[src/rtl/cas_bit_render.sv]
module cas_bit_render #(
  parameter int CELL_CYCLES = 3548,
  parameter int SYNC_START  = 0,
  parameter int SYNC_END    = 200,
  parameter int DATA_START  = 1774,
  parameter int DATA_END    = 1974
) (
  input  logic       clk,
  input  logic       rst,
  input  logic [7:0] byte_in,
  output logic       tape_out,
  output logic       byte_req
);
  localparam int CW = $clog2(CELL_CYCLES);
  localparam logic [CW-1:0] POS_LAST = CW'(CELL_CYCLES - 1);
  localparam logic [CW-1:0] POS_REQ  = CW'(CELL_CYCLES - 2);

  logic [CW-1:0] cnt;
  logic [7:0]    shreg;
  logic [2:0]    rem;
  logic          active;

  wire wrap     = (cnt == POS_LAST);
  wire last_bit = (rem == 3'd0);
  wire in_sync  = (int'(cnt) >= SYNC_START) && (int'(cnt) < SYNC_END);
  wire in_data  = (int'(cnt) >= DATA_START) && (int'(cnt) < DATA_END);

  always_ff @(posedge clk) begin
    if (rst) begin
      cnt    <= '0;
      shreg  <= '0;
      rem    <= '0;
      active <= 1'b0;
    end else begin
      cnt <= wrap ? '0 : cnt + 1'b1;
      if (wrap) begin
        if (last_bit) begin
          shreg  <= byte_in;
          rem    <= 3'd7;
          active <= 1'b1;
        end else begin
          shreg <= {shreg[6:0], 1'b0};
          rem   <= rem - 3'd1;
        end
      end
    end
  end

  assign byte_req = (cnt == POS_REQ) && last_bit;
  assign tape_out = active && (in_sync || (in_data && shreg[7]));
endmodule

[config.mk]
export PLATFORM = sky130hd
export DESIGN_NAME = cas_bit_render
export DESIGN_NICKNAME = d
export VERILOG_FILES = /design/src/rtl/cas_bit_render.sv
export SDC_FILE = /design/constraint.sdc
export NUM_CORES = 1
export LEC_CHECK = 0
export ABC_AREA = 0
export BUFFER_PORTS_ARGS = -buffer_cell sky130_fd_sc_hd__clkbuf_2
export CAP_MARGIN = 20
export CORE_ASPECT_RATIO = 0.7
export CORE_MARGIN = 2
export CORE_UTILIZATION = 47
export CTS_CLUSTER_SIZE = 25
export DETAILED_ROUTE_END_ITERATION = 8
export PLACE_DENSITY = 0.78
export SLEW_MARGIN = 40
export SYNTH_ARGS = -nofsm -noshare
export SYNTH_HDL_FRONTEND = slang
export SYNTH_SLANG_ARGS = --single-unit
[constraint.sdc]
create_clock -name clk -period 2.95 [get_ports clk]
set_input_delay 0 -clock clk [delete_from_list [all_inputs] [get_ports clk]]
set_output_delay 0 -clock clk [all_outputs]
set_load 0.01 [all_outputs]
==> flow_metrics.env <==
export IMPL_diodes=0
export IMPL_fmax_mhz=509
export IMPL_max_cap_violations=0
export IMPL_die_h_um=47.1
export IMPL_hold_viol=0
export IMPL_clockBufferDepth=2
export IMPL_tritoncts="done"
export IMPL_min_path_type="in2reg"
export IMPL_worst_ep_arrival_time_ns=2.15
export IMPL_endpoint_kind="flip-flop"
export IMPL_final_cell_mix="dfxtp_1 (24), nor2_1 (22), clkbuf_2 (11)"
export IMPL_h_tree_depth=1
export IMPL_drtIter0Drc=30
export IMPL_port_buffers=11
export IMPL_grt_pass1_vias=848
export IMPL_status="completed"
export IMPL_dp_hpwl_um=1760
export IMPL_ys_flop_type="dfxtp_1"
export IMPL_fill_cells=226
export IMPL_yosysWarnings=0
export IMPL_clock_sinks=24
export IMPL_antenna_found_initial=0
export IMPL_pin_count=12
export IMPL_overflow=0
export IMPL_synth_seq_area_share_pct=38.6
export IMPL_netlist_instances=132
export IMPL_ant_nets=0
export IMPL_routedWlPerCell_um=12.8
export IMPL_grt_max_degree=16
export IMPL_num_rows=15
export IMPL_ir_drop_mv=0.278
export IMPL_drt_first_pass_iters=4
export IMPL_drive_above_1_share_pct=21.8
export IMPL_die_x_um=65.5
export IMPL_skew_ns=0.00649
export IMPL_final_setup_viol_count=0
export IMPL_synth_edff_count=0
export IMPL_numCtsBuffers=3
export IMPL_max_slew_margin_pct=61.1
export IMPL_period_share_pct=66.7
export IMPL_powerDensity_nw_per_um2=401
export IMPL_core_area_um2=2500
export IMPL_power_leakage_nw=0.501
export IMPL_dieArea_um2=3090
export IMPL_grt_util_all_layers_pct=17.1
export IMPL_drc=0
export IMPL_finalSetupTns_ns=0
export IMPL_cts_root_buf="clkbuf_8"
export IMPL_clk_pin_slew_ns=0.08
export IMPL_period_needed_ns=1.97
export IMPL_grt_setup_unrepaired="false"
export IMPL_start_util_pct=49.9
export IMPL_layout_nets=158
export IMPL_mostFrequentLayoutCell="dfxtp_1"
export IMPL_gp_congestion=0.911
export IMPL_fin_util_pct=54.5
export IMPL_syn_cell_area_um2=1250
export IMPL_grt_pass1_wl_um=3890
export IMPL_tightest_slew_ns=0.580
export IMPL_cp_max_fo=15
export IMPL_ys_ff_latch=24
export IMPL_drt_wl_total_um=2260
export IMPL_final_max_slew_viol_count=0
export IMPL_routed_via_density=5.42
export IMPL_post_cts_buffers=0
export IMPL_critical_path_max_stage_delay_ns=0.57
export IMPL_criticalPathCategory="reg2reg"
export IMPL_clk_latency_ns=0.27
export IMPL_route_vias_total=954
export IMPL_critPathSlowestCell="nor4_4"
export IMPL_critPathRequiredTime_ns=3.13
export IMPL_areaGrowthSynthToFinish_pct=9.14
export IMPL_path_cells="nand4bb_4 > nor4_4 > buf_4 > nor2_1 > a211oi_2"
export IMPL_async_reset_ff_share_pct=0
export IMPL_avgSynthCellArea_um2=9.44
export IMPL_critPathLaunchType="flip-flop"
export IMPL_power_uw=545
export IMPL_synth_distinct_cells=35
export IMPL_synth_nets=146
where the power goes:
group,leakage (nW),switching [mW],internal (mW)
clock network,0.0216,0.0964,0.0913
logic,0.285,0.0135,0.0115
registers,0.194,0.00511,0.327
path summary, 6_finish.rpt:
path | depth (start not counted) | slack [ns] | startpoint | endpoint
setup / recovery | 5 | 0.98 | cnt[4] | shreg[4]
hold / removal | 3 | 0.1 | byte_in[2] | shreg[2]
setup reg to reg | 5 | 0.98 | cnt[4] | shreg[4]
hold reg to reg | 2 | 0.50 | shreg[0] | shreg[0]
cells by family after synthesis:
kind of cell	Yosys count	share of synthesized area, %
simple gates	56	25.3
flops	24	38.6
compound gates	17	13.4
buf+inv	14	6.12
xor+xnor	10	7.03
mux	7	5.62
fa+ha+maj	4	4.02
layout make-up:
class | count | area, um^2 | area share (%)
Multi-Input combinational cell | 94 | 689 | 50.7
Clock buffer | 3 | 41.3 | 3.04
Timing Repair Buffer | 14 | 80.1 | 5.89
Sequential cell | 24 | 480 | 35.3
Tap cell | 34 | 42.5 | 3.13
Inverter | 7 | 26.3 | 1.93
timing repair:
action                                 4_1_cts  5_1_grt
endpoints found under the hold margin        1        0
gates resized for setup                      0        0
hold buffers                                 1        0
setup endpoints to repair                    0        0
state kept, by name (all words and copies together), names as in the netlist:
| name | count |
|---|---|
| cnt | 12 |
| shreg | 8 |
| active | 1 |
| rem | 3 |
stage by stage:
stage | instance area (um^2) | hold WS (ns) | setup slack [ns] | std cells
floorplan | 1250 | 0.0679 | 1.50 | 132
global placement | 1310 | 0.247 | 1.15 | 172
detailed placement | 1310 | 0.261 | 1.02 | 172
CTS | 1360 | 0.0963 | 0.985 | 176
global route | 1360 | 0.124 | 0.830 | 176
finish | 1360 | 0.0960 | 0.984 | 176
worst max-delay path: cells and delay by family (launching register included):
family | cells | cell delay (ns)
AOI/OAI and AO/OA | 1 | 0.21
buffers and inverters | 1 | 0.33
DFF | 1 | 0.53
and+or+nand+nor | 3 | 0.82
synth_stat cells, types with 2 or more instances:
library cell   n  area (um^2)
clkbuf_1       2         7.51
o2111ai_1      2         17.5
nor2_1        22         82.6
dfxtp_1       24          480
nand2b_1       3         18.8
xnor2_1        7         61.3
a21oi_1        3         15.0
a211oi_2       7         87.6
buf_6          2         22.5
nor3_1         5         25.0
nand3_1        5         25.0
xor2_1         3         26.3
nand2_1        5         18.8
nand4_1        2         12.5
inv_1          7         26.3
buf_4          2         15.0
or2_2          2         12.5
mux2i_1        7         70.1
ha_1           4         50.1
nor4_1         3         18.8
per-layer routing:
metal  track usage, %  wire (um)
met5                0          0
met4             6.25         43
met3             5.04        123
met2             27.3       1000
met1             22.6       1090
Note: power is estimated with default switching activity, not from simulation.
